==> src/rtl/ftd_pkg.sv <==
package ftd_pkg;
  localparam int NUM_SRC = 2;
  typedef enum logic {
    SRC_PIN = 1'b0,
    SRC_CMP = 1'b1
  } src_sel_e;
endpackage

==> src/rtl/ftd_sync.sv <==
// Plain flop chain bringing an asynchronous level onto clk.
module ftd_sync #(
  parameter int STAGES = 2
) (
  input  logic clk,
  input  logic din,
  output logic dout
);
  logic [STAGES-1:0] chain;

  generate
    if (STAGES == 1) begin : g_one
      always_ff @(posedge clk) chain <= din;
    end else begin : g_many
      always_ff @(posedge clk) chain <= {chain[STAGES-2:0], din};
    end
  endgenerate

  assign dout = chain[STAGES-1];
endmodule

==> src/rtl/ftd_glitch_filter.sv <==
// Output follows input only after SAMPLES consecutive equal samples.
// The live sample plus SAMPLES-1 stored ones are compared, giving
// exactly SAMPLES cycles of added latency.
module ftd_glitch_filter #(
  parameter int SAMPLES = 4
) (
  input  logic clk,
  input  logic rst,
  input  logic din,
  output logic dout
);
  localparam int HW = SAMPLES - 1;

  logic [HW-1:0] hist;
  logic          all_hi;
  logic          all_lo;

  assign all_hi = &{hist, din};
  assign all_lo = ~|{hist, din};

  generate
    if (HW == 1) begin : g_h1
      always_ff @(posedge clk) begin
        if (rst) hist <= din;
        else     hist <= din;
      end
    end else begin : g_hn
      always_ff @(posedge clk) begin
        if (rst) hist <= {HW{din}};
        else     hist <= {hist[HW-2:0], din};
      end
    end
  endgenerate

  always_ff @(posedge clk) begin
    if (rst)         dout <= din;
    else if (all_hi) dout <= 1'b1;
    else if (all_lo) dout <= 1'b0;
  end
endmodule

==> src/rtl/ftd_edge_flag.sv <==
// Rising-edge detector on a polarity-adjusted level, with sticky flag.
module ftd_edge_flag (
  input  logic clk,
  input  logic rst,
  input  logic lvl,
  input  logic clr,
  output logic flag,
  output logic trig
);
  logic prev;
  logic hit;

  assign hit = lvl & ~prev;

  always_ff @(posedge clk) begin
    if (rst) begin
      prev <= lvl;
      trig <= 1'b0;
      flag <= 1'b0;
    end else begin
      prev <= lvl;
      trig <= hit;
      flag <= hit | (flag & ~clr);
    end
  end
endmodule

==> src/rtl/fault_trigger_detect.sv <==
module fault_trigger_detect #(
  parameter int SYNC_STAGES  = 2,
  parameter int FILT_SAMPLES = 4
) (
  input  logic clk,
  input  logic rst,
  input  logic ext_pin_i,
  input  logic cmp_pin_i,
  input  logic src_cmp_i,
  input  logic filt_en_i,
  input  logic fall_edge_i,
  input  logic flag_clr_i,
  output logic fault_flag_o,
  output logic trig_pulse_o
);
  import ftd_pkg::*;

  logic [NUM_SRC-1:0] raw_lvl;
  logic [NUM_SRC-1:0] synced;
  logic               sel_lvl;
  logic               filt_lvl;
  logic               det_lvl;

  assign raw_lvl[SRC_PIN] = ext_pin_i;
  assign raw_lvl[SRC_CMP] = cmp_pin_i;

  generate
    for (genvar i = 0; i < NUM_SRC; i++) begin : g_src
      ftd_sync #(.STAGES(SYNC_STAGES)) u_sync (
        .clk  (clk),
        .din  (raw_lvl[i]),
        .dout (synced[i])
      );
    end
  endgenerate

  assign sel_lvl = synced[src_cmp_i];

  ftd_glitch_filter #(.SAMPLES(FILT_SAMPLES)) u_filt (
    .clk  (clk),
    .rst  (rst),
    .din  (sel_lvl),
    .dout (filt_lvl)
  );

  assign det_lvl = (filt_en_i ? filt_lvl : sel_lvl) ^ fall_edge_i;

  ftd_edge_flag u_edge (
    .clk  (clk),
    .rst  (rst),
    .lvl  (det_lvl),
    .clr  (flag_clr_i),
    .flag (fault_flag_o),
    .trig (trig_pulse_o)
  );
endmodule

==> config.mk <==
export PLATFORM = sky130hd
export DESIGN_NAME = fault_trigger_detect
export DESIGN_NICKNAME = d
export VERILOG_FILES = /design/src/rtl/ftd_pkg.sv /design/src/rtl/ftd_sync.sv /design/src/rtl/ftd_glitch_filter.sv /design/src/rtl/ftd_edge_flag.sv /design/src/rtl/fault_trigger_detect.sv
export SDC_FILE = /design/constraint.sdc
export NUM_CORES = 1
export LEC_CHECK = 0
export CAP_MARGIN = 20
export CORE_AREA = 2 2 39 41
export CTS_CLUSTER_SIZE = 8
export DETAILED_ROUTE_END_ITERATION = 10
export DIE_AREA = 0 0 41 43
export DONT_BUFFER_PORTS = 1
export PLACE_DENSITY = 0.48
export REMOVE_ABC_BUFFERS = 1
export SLEW_MARGIN = 5
export SYNTH_ARGS = -nofsm -noshare
export SYNTH_HDL_FRONTEND = slang
export SYNTH_HIERARCHICAL = 1
export SYNTH_SLANG_ARGS = --single-unit
==> constraint.sdc <==
create_clock -name clk -period 2.2 [get_ports clk]
set_input_delay 0.44 -clock clk [delete_from_list [all_inputs] [get_ports clk]]
set_output_delay 0.44 -clock clk [all_outputs]
set_load 0.005 [all_outputs]
# After elaboration in Yosys (flattened, before gate mapping)
# Cells that the tools add are included.
# word_totals
ff_bits	11
latch_bits	0
ramBits	0
romBits	0
out_inout_bits	2
elab_cells	24
mem_count	0
# classes
addsub	0
mul	0
n_div	0
magnitude_cmp	1
n_eq_ne	1
shift	0
muxes	7
n_bitwise	6
n_reduce_logical	2
# ops
operator	count
two-way mux 1 bit	6
AND reduction 4 bit	1
OR reduction 4 bit	1
two-way mux 3 bit	1
!= test 3 x 2 -> 1 bit (second input constant)	1
bitwise AND 1 bit	2
< comparator 1 x 2 -> 1 bit (second input constant)	1
inverter 1 bit	2
bitwise OR 1 bit	1
XOR 1 bit	1

# Logic depth before layout (Yosys ltp)
# Gate-level depths: netlist of the first run.
# depth
word_depth	6
ltp_mapped	5

# By module
# Netlist of the first run, hierarchy kept.
# modules_own_cells
module	n_inst	cells_each	area_each_um2	seq_area_each_um2
ftd_glitch_filter	1	13	145.1	90.1
ftd_edge_flag	1	7	85.1	60.1
ftd_sync	2	2	40.0	40.0
fault_trigger_detect	1	3	46.3	0.0

# Worst setup path before layout of the first run
# No wires, ideal clock.
# synth_timing
path_kind	input port to flip-flop
from	in src_cmp_i
to	reg u_filt.dout, enable pin
setup_time_ns	0.291
arrival_time_ns	1.108
required_ns	1.909
slack_ns	0.801
stages	3
n_path_buf	0
cell_sequence	mux2_4 nor4_1 a211o_1
# synth_via
elab_chain_cells	4
word_cells_on_any_way	5
classes_between	eq/ne (1); mux (2); reduce/logical (2)
# synth_rtl
element	line	text
start: declaration	fault_trigger_detect.sv:9	input logic src_cmp_i,
two-way mux 1 bit (not written as such) * (2 in series)	fault_trigger_detect.sv:37	assign sel_lvl = synced[src_cmp_i];
OR reduction 4 bit or AND reduction 4 bit (tied branches)	ftd_glitch_filter.sv:19, ftd_glitch_filter.sv:18	
!= test 3 x 2 -> 1 bit (no source line) *	-	
end signal: assignment	ftd_glitch_filter.sv:36	if (rst) dout <= din;
end: declaration	ftd_glitch_filter.sv:10	output logic dout
# Every way passes the cells marked *; elsewhere a longest branch is shown, timed or not. The select of a mux whose other input is x is not followed.
# A chain may end at the register's enable or synchronous reset.

# Worst setup path in the final report of the first run
# layout_timing
from	reg g_src[0].u_sync.chain[1]
to	reg u_filt.dout, enable pin
# layout_via
elab_chain_cells	4
word_cells_on_any_way	5
classes_between	eq/ne (1); mux (2); reduce/logical (2)
# layout_rtl
element	line	text
start: declaration	ftd_sync.sv:9	logic [STAGES-1:0] chain;
start signal: assignment	ftd_sync.sv:15	always_ff @(posedge clk) chain <= {chain[STAGES-2:0], din};
two-way mux 1 bit (not written as such) * (2 in series)	fault_trigger_detect.sv:37	
net sel_lvl	fault_trigger_detect.sv:20	logic sel_lvl;
OR reduction 4 bit or AND reduction 4 bit (tied branches)	ftd_glitch_filter.sv:19, ftd_glitch_filter.sv:18	
!= test 3 x 2 -> 1 bit (no source line) *	-	
# Mark *: on every way through the listed nets, which the timed path passes. The rest lies on a longest branch. The select of a mux whose other input is x is not followed.

==> results by stage, run 1 <==
Status:
- The flow ran to the end, and the final reports show no timing, DRC or antenna violations.

Yosys:
- The number of register bits inferred by synthesis is 11.
- Of the synthesized area, sequential elements account for 0.646.
- The mean area per synthesized cell is 13.2 µm².
- During synthesis, Yosys emitted a total of 6 warnings.
- In this run the cell area of the synthesized design comes to 357 µm².
- The count of different cell masters after synthesis is 15.
- The gate count after technology mapping is 27.

Clock tree:
- TritonCTS built the clock tree.
- The CTS root buffer is clkbuf_4.
- The number of clock sinks is 11.
- The post-cts repair resize count is 0.
- The post-CTS clock slew at the launch and capture registers of the worst setup and hold paths is 0.07 ns.
- The clock reaches the later pin of the worst-skew pair after 0.26 ns.
- Post-CTS timing repair inserted 0 buffers for setup.
- Buffers inserted during clock tree synthesis total 3.
- In this run the deepest clock path goes through 2 buffers.
- The total of hold buffers inserted after clock tree synthesis is 0.
- CTS built an H-tree with a depth of 1.

Cells and area:
- The fraction of final layout cells with drive strength greater than 1 is 0.226.
- Relative to the synthesized area, the layout overhead comes to 13.0%.
- The post-layout net count is 40.
- The number of diodes added for antenna fixing is 0.

STA:
- Across all setup checks in the final design, the least slack found is 0.904 ns.
- The final number of hold-violating endpoints is 0.
- The final count of pins violating max slew came to 0.
- The final worst clock skew is 0.00671 ns.
- The highest attainable clock frequency is 771 MHz.
- Measured against its own limit, the worst slew margin works out to 0.817.
- The smallest clock period supported by the final layout is computed as 1.30 ns.
- The hold slack is 0.205 ns.
- Of the available clock period, the critical path in the final layout requires 0.589.
- At the pin with the least slew margin, the transition time is 0.271 ns.
- The number of endpoints failing setup at the final stage is 0.
- Setup repair after global routing left no endpoint under its margin.
- The sum of negative setup slack is 0 ns.

GRT:
- The via count of the first global-routing pass is 201.
- The initial antenna violation count is 0.
- The global-route wire length before repair is 848 µm.
- For this run the aggregate overflow at the end of global routing stands at 0.
- Entering global routing, the biggest net connects 8 pins.
- Across every metal layer, demand over resource in global routing totals 0.0732.

Floorplanning:
- The die covers 1760 µm².
- The initial utilization of the core area, before any placement, comes to 0.258.
- In this run the horizontal extent of the chip is 41 µm.
- The count of standard-cell rows is 14.
- The die is 43 µm tall.
- The area inside the core boundary is 1380 µm².
- During I/O placement, the number of pins put on the boundary was 10.

Critical path:
- By startpoint and endpoint, the worst setup path is classified as reg -> reg.
- The critical path goes through mux2_4, nor4_1, a211o_1.
- The source of the worst register-to-register timing path is g_src[0].u_sync/chain[1].
- On the worst path, the slowest cell contributes a delay of 0.30 ns.
- The critical path launch point is g_src[0].u_sync/chain[1].
- The kind of launch point of the worst setup path is a flop.
- Of all nets on the critical path, the largest fanout is 6.
- For the worst setup path, the data required time is 2.19 ns.
- The endpoint class of the critical path is a flop.
- For this design, the slowest cell found on the critical path is dfxtp_1.
- Data on the critical path arrives at its endpoint at 1.28 ns.

Pwr:
- VDD sags by at most 382 µV.
- The power density over cell area is 964 nW/µm².
- The leakage component of the power is 0.000160 µW.

Route:
- The total DRC errors in the routed layout is 0.
- The routed length on met1 is 235 µm.
- The sum of met2 wire segment lengths after detailed routing is 232 µm.
- The met3 wire length is 39 µm.
- The highest layer touched by signal routing is met3.
- The detailed router placed 197 vias in this run.
- The first-pass iteration count of the detailed router is 2.
- The average detailed-routed wire length per instance is 10.8 µm.
- After the first detailed-routing iteration, the DRC count stood at 1.
- The total routed wirelength is 507 µm.
- The count of nets left with antenna violations after detail routing is 0.
- The detail-routed via count per cell is 4.19.

Flow run:
- The max capacitance violation total is 0.

Placement:
- Timing analysis after detailed placement gives a worst setup slack of 0.724 ns.
- The count of buffers added on input and output ports is 0.
- Routability-driven placement finished with a final weighted congestion of 0.615.

Hold path:
- The path class of the tightest hold or removal check is in -> reg.
- In this run the most critical hold path is launched from ext_pin_i.
[cell type report]
class / count / area (µm²)
Sequential cell: 11 / 230
Fill cell: 138 / 981
Multi-Input combinational cell: 14 / 119
Clock buffer: 4 / 26.3
Inverter: 2 / 7.51
Tap cell: 16 / 20.0
[where the power goes]
group | leakage, µW | internal [µW] | switching (µW)
Clock | 0.0000150 | 69.9 | 59.4
Combinational | 0.0000511 | 16.7 | 12.4
Sequential | 0.0000942 | 221 | 8.96
Total | 0.000160 | 308 | 80.8
[synthesized netlist by cell type]
master,instances,share of area
a211o_1,1,0.025
a21oi_2,1,0.025
and3_4,1,0.032
dfxtp_1,10,0.56
edfxtp_1,1,0.084
inv_1,2,0.021
mux2_4,1,0.042
mux2i_4,1,0.063
nand2_1,1,0.011
nand2b_1,2,0.035
nor2_1,1,0.011
nor4_1,1,0.018
o21a_1,1,0.021
o21ai_0,2,0.028
xnor2_1,1,0.025
[worst max-delay path: cells and delay by family, from the launching register on]
kind	cells	cell delay (ns)
multiplexers	1	0.30
AND/OR/NAND/NOR	1	0.27
flip-flops	1	0.30
AO/OA/AOI/OAI	1	0.16
[layout by cell type, fill, tap and decap left out, drive strengths merged]
cell type / n
inv: 2
o21ai: 2
nor4: 1
nand2: 1
xnor2: 1
and3: 1
nor2: 1
edfxtp: 1
dfxtp: 10
mux2i: 1
a21oi: 1
a211o: 1
o21a: 1
clkbuf: 4
mux2: 1
nand2b: 2
[routing by layer]
metal  GRT usage  vias up
met5           0        -
met3      0.0628        0
met4           0        0
li1            -       98
met1      0.0906       91
met2       0.103        8
[registers in the layout (all words and copies together), names as in the netlist]
signal and cells:
g_src.u_sync/chain 4, u_filt/hist 3, u_edge/flag 1, u_edge/prev 1
u_edge/trig 1, u_filt/dout 1
[path summary, 6_finish.rpt]
| kind | slack [ns] | cells past startpoint | endpoint |
|---|---|---|---|
| max reg2reg | 0.90 | 3 | u_filt/dout |
| max | 0.90 | 3 | u_filt/dout |
| min | 0.21 | 0 | g_src[0].u_sync/chain[0] |
| min reg2reg | 0.33 | 0 | g_src[0].u_sync/chain[1] |
[kinds of logic after synthesis]
| family | synth area share |
|---|---|
| flip-flops | 0.646 |
| AND/OR/NAND/NOR | 0.105 |
| AO/OA/AOI/OAI | 0.0983 |
| multiplexers | 0.105 |
| buffers and inverters | 0.0211 |
| XOR/XNOR | 0.0246 |
[stage by stage]
step | power [µW] | instance area [µm²] | instances | util
after global routing | 410 | 403 | 47 | 0.291
final | 388 | 403 | 47 | 0.291
after floorplan | 258 | 357 | 27 | -
after detailed placement | 264 | 377 | 43 | 0.272
after global placement | 262 | 377 | 43 | 0.272
after CTS | 394 | 403 | 47 | 0.291
No activity file was read; power rests on OpenSTA's default activity.
==> inputs of run 2 (changes only) <==
--- a/config.mk
+++ b/config.mk
@@ -11,7 +11,7 @@
 export DETAILED_ROUTE_END_ITERATION = 10
 export DIE_AREA = 0 0 41 43
 export DONT_BUFFER_PORTS = 1
-export PLACE_DENSITY = 0.48
+export PLACE_DENSITY = 0.49
 export REMOVE_ABC_BUFFERS = 1
 export SLEW_MARGIN = 5
 export SYNTH_ARGS = -nofsm -noshare
==> constraint.sdc (replaced) <==
create_clock -name clk -period 1.1 [get_ports clk]
set_input_delay 0.22 -clock clk [delete_from_list [all_inputs] [get_ports clk]]
set_output_delay 0.22 -clock clk [all_outputs]
set_load 0.005 [all_outputs]
==> results by stage, run 2 (synthesized netlist as in run 1, its figures left out) <==
STA:
- The final worst clock skew is 0.00516 ns.
- The least setup slack across all paths after layout is -0.0861 ns.
- Setup violations remaining at the end of the flow were counted as 5.
- For the pin with the worst max-slew slack, the measured transition is 0.194 ns.
- The final number of hold-violating endpoints is 0.
- Headroom to the max-slew limit came out at 0.870.
- Setup repair after global routing could not meet its margin everywhere.
- After layout, the minimum clock period comes to 1.19 ns.
- The final count of pins violating max slew is 0.
- After routing, the total negative slack on setup checks comes to -0.225 ns.
- Static timing analysis puts the maximum clock frequency at 843 MHz.
- The final worst-path cycle share is 1.08.
- Across all hold checks on the routed design, the worst slack comes to 0.0580 ns.

GRT:
- The maximum number of pins on one net before global-route repair is 8.
- In the global route stage, overall resource usage came out at 0.0781.
- The global-route wire length before repair is 765 µm.
- The via count of the first global-routing pass is 199.
- The initial antenna violation count is 0.
- Summed over all layers, the global routing overflow is 0.

Pwr:
- The power density over cell area is 1690 nW/µm².
- The design draws 813 µW.
- The maximum vdd drop is 653 µV.
- The analysis attributes to cell leakage a power of 0.000200 µW.

Critical path:
- The kind of launch point of the worst setup path is a flop.
- At the worst endpoint, the required time is 1.30 ns.
- The kind of critical path is reg -> reg.
- The data arrival time of the critical path is 1.38 ns.
- The endpoint class of the critical path is a flop.
- Along the worst path, the maximum fanout reaches 4.

Flow run:
- The max capacitance violation total is 0.

Cells and area:
- The post-synthesis to final-layout area growth is 34.7%.
- Leaving out fill and tap cells, the most frequent cells in the layout are dfxtp_1 (10), dlygate4sd3_1 (4), clkbuf_4 (3), buf_4 (3).
- The number of flip-flops under the largest register name is 4.
- The fraction of final layout cells with drive strength greater than 1 is 0.342.
- The net count of the finished layout is 47.
- The commonest non-fill, non-tap cell in the layout is dfxtp_1.
- The largest register by flop count is g_src.u_sync/chain.
- The largest registers in the layout are g_src.u_sync/chain: 4 flops, u_filt/hist: 3 flops.
- At the end of the flow the core is filled with cells to 0.347.
- The number of antenna diodes in the final layout is 0.
- The post-route cell area is 480 µm².

Clock tree:
- The number of levels in the clock H-tree is 1.
- The post-CTS clock slew at the launch and capture registers of the worst setup and hold paths is 0.07 ns.
- The later-pin clock latency in the skew report is 0.26 ns.
- The number of clock sinks is 11.
- The clock tree from TritonCTS is built.
- The cell sitting at the root of the clock tree is a clkbuf_4.
- The maximum number of buffers from clock root to sink is 2.
- TritonCTS created 3 clock buffers.

Route:
- The count of nets left with antenna violations after detail routing is 0.
- The first detailed-routing pass ran for 2 iterations.
- The first routing iteration left 2 violations.
- The number of vias after detailed routing is 225.
- After detailed routing, the number of remaining DRC violations is 0.
- The detail-routed via count per cell is 4.17.
- Summed over all layers, the routed wires come to 522 µm.
- The average detailed-routed wire length per instance is 9.67 µm.

Floorplanning:
- After floorplanning, the core was divided into 14 placement rows.
- In this run the vertical extent of the chip is 43 µm.
- The area of the die is 1760 µm².
- The x dimension of the die is 41 µm.
- For this configuration, the core starts out at a cell density of 0.258.
- The area inside the core boundary is 1380 µm².
- Pin placement for this block handled 10 I/O pins.

Placement:
- Routability-driven placement finished with a final weighted congestion of 0.581.
- The post-place instance area is 384 µm².
- The count of port buffers added during placement is 0.
- After legalization and detailed placement, the total HPWL measured 374 µm.

Hold path:
- The tightest min-delay check is of the in -> reg type.

Status:
- The flow ran to the end, but the final reports show violations.
- The final reports fail on setup timing.
run 2: cell count changes in the layout (fill, tap and decap cells not counted), sizes merged:
cell,before,now
dlygate4sd3,0,4
buf,0,3
clkinv,0,1
clkbuf,4,3
run 2: critical path, cell delays in order (launching register included):
cell and delay (ns):
dfxtp_1 0.30, mux2_4 0.30, mux2i_4 0.16, xnor2_2 0.13
nand2b_1 0.11, a21oi_2 0.12
run 2: layout make-up:
| cell class | instances | area, µm² |
|---|---|---|
| clock buffer | 3 | 22.5 |
| tap | 16 | 20.0 |
| fill | 133 | 903 |
| timing repair buffer | 7 | 62.6 |
| sequential | 11 | 230 |
| multi-input combinational | 14 | 133 |
| inverter | 2 | 7.51 |
| clock inverter | 1 | 5.00 |
run 2: final timing paths:
check                                start  slack (ns)  cells past startpoint                       end
hold / removal                         rst        0.06                      1            u_filt/hist[2]
setup / recovery  g_src[0].u_sync/chain[1]       -0.09                      5               u_edge/flag
setup reg to reg  g_src[0].u_sync/chain[1]       -0.09                      5               u_edge/flag
hold reg to reg   g_src[0].u_sync/chain[0]        0.33                      0  g_src[0].u_sync/chain[1]
run 2: where the power goes:
group          switching (µW)  total, µW  leakage, µW  internal (µW)
clock                     126        260    0.0000177            134
sequential               19.1        461    0.0000942            442
combinational            30.9       91.6    0.0000878           60.6
run 2: what timing repair did:
action                                  4_1_cts  5_1_grt
endpoints found under the hold margin         3        1
setup buffers                                 2        0
pin swaps                                     4        2
hold buffers                                  3        1
gates resized for setup                       2        0
endpoints found under the setup margin        3        7
run 2: metal layers:
metal	wire [µm]	GRT usage
met2	261	0.0906
met1	207	0.0731
met5	0	0
met4	11	0.100
met3	42	0.0576
run 2: per-stage QoR:
step / std cells / setup slack [ns]
2_1_floorplan: 27 / -0.113
3_3_place_gp: 44 / -0.132
3_5_place_dp: 44 / -0.168
4_1_cts: 53 / -0.0953
5_1_grt: 54 / -0.122
6_report: 54 / -0.0861
==> inputs of run 3 (changes only) <==
--- a/config.mk
+++ b/config.mk
@@ -5,6 +5,7 @@
 export SDC_FILE = /design/constraint.sdc
 export NUM_CORES = 1
 export LEC_CHECK = 0
+export ABC_CLOCK_PERIOD_IN_PS = 1100
 export CAP_MARGIN = 20
 export CORE_AREA = 2 2 39 41
 export CTS_CLUSTER_SIZE = 8
@@ -13,6 +14,7 @@
 export DONT_BUFFER_PORTS = 1
 export PLACE_DENSITY = 0.49
 export REMOVE_ABC_BUFFERS = 1
+export SETUP_SLACK_MARGIN = 0.4
 export SLEW_MARGIN = 5
 export SYNTH_ARGS = -nofsm -noshare
 export SYNTH_HDL_FRONTEND = slang
==> results by stage, run 3 (synthesized netlist as in run 1, its figures left out) <==
Status:
- The run finished, with violations left.
- The checks that failed: setup timing.

STA:
- Measured against its own limit, the worst slew margin works out to 0.870.
- Setup violations remaining at the end of the flow were counted as 5.
- Setup repair after global routing could not meet its margin everywhere.
- The final number of hold-violating endpoints came to 0.
- The least setup slack across all paths after layout is -0.0819 ns.
- The smallest clock period supported by the final layout is computed as 1.18 ns.
- The final count of pins violating max slew is 0.
- The final worst clock skew is 0.00505 ns.
- Static timing analysis puts the maximum clock frequency at 846 MHz.
- At the pin with the least slew margin, the transition time is 0.194 ns.
- The sum of negative setup slack is -0.223 ns.
- Of the available clock period, the critical path in the final layout requires 1.07.

Clock tree:
- The maximum number of buffers from clock root to sink is 2.
- Buffers inserted to repair hold after CTS numbered 2.
- TritonCTS built the clock tree.
- The number of clock buffers inserted by TritonCTS is 3.
- The root buffer cell chosen for the clock tree is clkbuf_4.
- The number of clock sinks is 11.
- The later-pin clock latency in the skew report is 0.26 ns.
- After clock tree synthesis, the clock-pin slew on the worst setup and hold paths is 0.07 ns.
- The number of levels in the clock H-tree is 1.

Placement:
- OpenSTA, run right after detailed placement, puts the worst setup slack at -0.168 ns.
- The count of port buffers added during placement is 0.
- The estimated wirelength of the detail-placed design is 374 µm.
- The number of placed instances, taps included is 44.
- The post-place instance area is 384 µm².
- Routability-driven placement finished with a final weighted congestion of 0.581.

Critical path:
- The worst setup path is captured at a flop.
- The signal on the critical path passes through mux2_4, mux2i_4, xnor2_2, nand2b_1, a21oi_2.
- The buffering stage count on the worst path with inverters included is 0.
- The kind of critical path is reg -> reg.
- The highest fanout seen on the critical path is 4.
- The kind of launch point of the worst setup path is a flop.
- The worst-case reg-to-reg path depth is 5.
- The source of the worst register-to-register timing path is g_src[0].u_sync/chain[1].
- The data required time at the worst endpoint is 1.30 ns.
- The data arrival time of the critical path is 1.38 ns.
- The highest cell delay on the worst timing path is 0.30 ns.
- Among all stages on the critical path, the largest delay is contributed by dfxtp_1.
- Broken down by cell family, the worst path's largest delay share belongs to multiplexers.
- In this run the worst setup path begins at g_src[0].u_sync/chain[1].
- The number of stages on the worst setup path is 5.

Cells and area:
- The largest registers in the layout are g_src.u_sync/chain: 4 flops, u_filt/hist: 3 flops.
- The register with the most flip-flops in the final layout is g_src.u_sync/chain.
- The final cell count without fillers is 52.
- The count of fill cells added during filler insertion is 136.
- The final core utilization is 0.334.
- The post-layout net count is 45.
- The post-route cell area is 462 µm².
- In the layout the commonest cells are dfxtp_1 (9), clkbuf_4 (3), buf_4 (3).
- The commonest non-fill, non-tap cell in the layout is dfxtp_1.
- The post-synthesis to final-layout area growth is 29.5%.
- The number of flip-flops under the largest register name is 4.
- The repair_antennas step left the layout with diodes totalling 0.
- The fraction of final layout cells with drive strength greater than 1 is 0.389.

Floorplanning:
- The vertical extent of the die is 43 µm.
- The die is 41 µm wide.
- After floorplanning, the core was divided into 14 placement rows.
- The area inside the core boundary is 1380 µm².
- The top-level I/O count is 10.
- The initial utilization of the core area, before any placement, comes to 0.258.
- The area of the die is 1760 µm².

Route:
- Before antenna repair, the detailed router went through 2 iterations.
- The average detailed-routed wire length per instance is 9.87 µm.
- The detail-routed via count per cell is 4.23.
- The first routing iteration left 2 violations.
- The count of nets left with antenna violations once routing finished came out at 0.
- The number of vias after detailed routing is 220.
- Summed over all layers, the routed wires come to 513 µm.
- In the routed design, unresolved DRC markers number 0.

Hold path:
- The worst hold path class is in -> reg.
- The cell depth of the worst hold path is 1.
- The startpoint identified for the worst hold timing path is rst.

GRT:
- The initial antenna violation count is 0.
- For this run, the total global-route usage over all layers was measured as 0.0791.
- After global routing the overflow that remains totals 0.
- The first global-routing pass estimated 779 µm of wire.
- Entering global routing, the biggest net connects 8 pins.
- The via count of the first global-routing pass was 206.

Pwr:
- The leakage component of the power is 0.000192 µW.
- The power density over cell area is 1750 nW/µm².
- IR analysis of the VDD net gives a maximum drop of 654 µV.

Flow run:
- The max capacitance violation total is 0.
-- run 3: layout make-up --
cell class                 instances  area [µm²]  share of cell area
sequential                        11         231               0.501
multi-input combinational         14         133               0.287
clock inverter                     1        5.00              0.0108
timing repair buffer               5        42.5              0.0921
inverter                           2        7.51              0.0163
clock buffer                       3        22.5              0.0488
tap                               16        20.0              0.0434
-- run 3: timing repair --
action | in CTS | in global routing
setup buffers | 2 | 0
gates resized for setup | 3 | 0
hold endpoints to repair | 4 | 2
endpoints found under the setup margin | 10 | 10
pin swaps | 4 | 2
-- run 3: path summary, 6_finish.rpt --
kind | to | slack [ns]
setup / recovery | u_edge/flag | -0.08
hold / removal | u_edge/trig | 0.01
hold reg to reg | g_src[0].u_sync/chain[1] | 0.33
setup reg to reg | u_edge/flag | -0.08
-- run 3: power by group --
group	internal (µW)	leakage [µW]	switching, µW
Sequential	442	0.0000946	19.2
Clock	134	0.0000177	126
Combinational	56.0	0.0000794	29.5
-- run 3: routing by layer --
layer / vias to the layer above / part of all wire / track usage
li1: 111 / - / -
met1: 101 / 0.38 / 0.0698
met2: 6 / 0.51 / 0.0969
met3: 2 / 0.082 / 0.0576
met4: 0 / 0.021 / 0.100
met5: - / 0 / 0
-- run 3: worst reg2reg max path, stage by stage (launching register included) --
cell	delay (ns)
dfxtp_1	0.30
mux2_4	0.30
mux2i_4	0.16
xnor2_2	0.14
nand2b_1	0.11
a21oi_2	0.11
-- run 3: through the flow --
step                hold slack (ns)  total power [µW]
CTS                        -0.00640               827
detailed placement            0.248               531
floorplan                     0.248               515
global route                -0.0126               858
global placement              0.248               527
finish                       0.0130               807
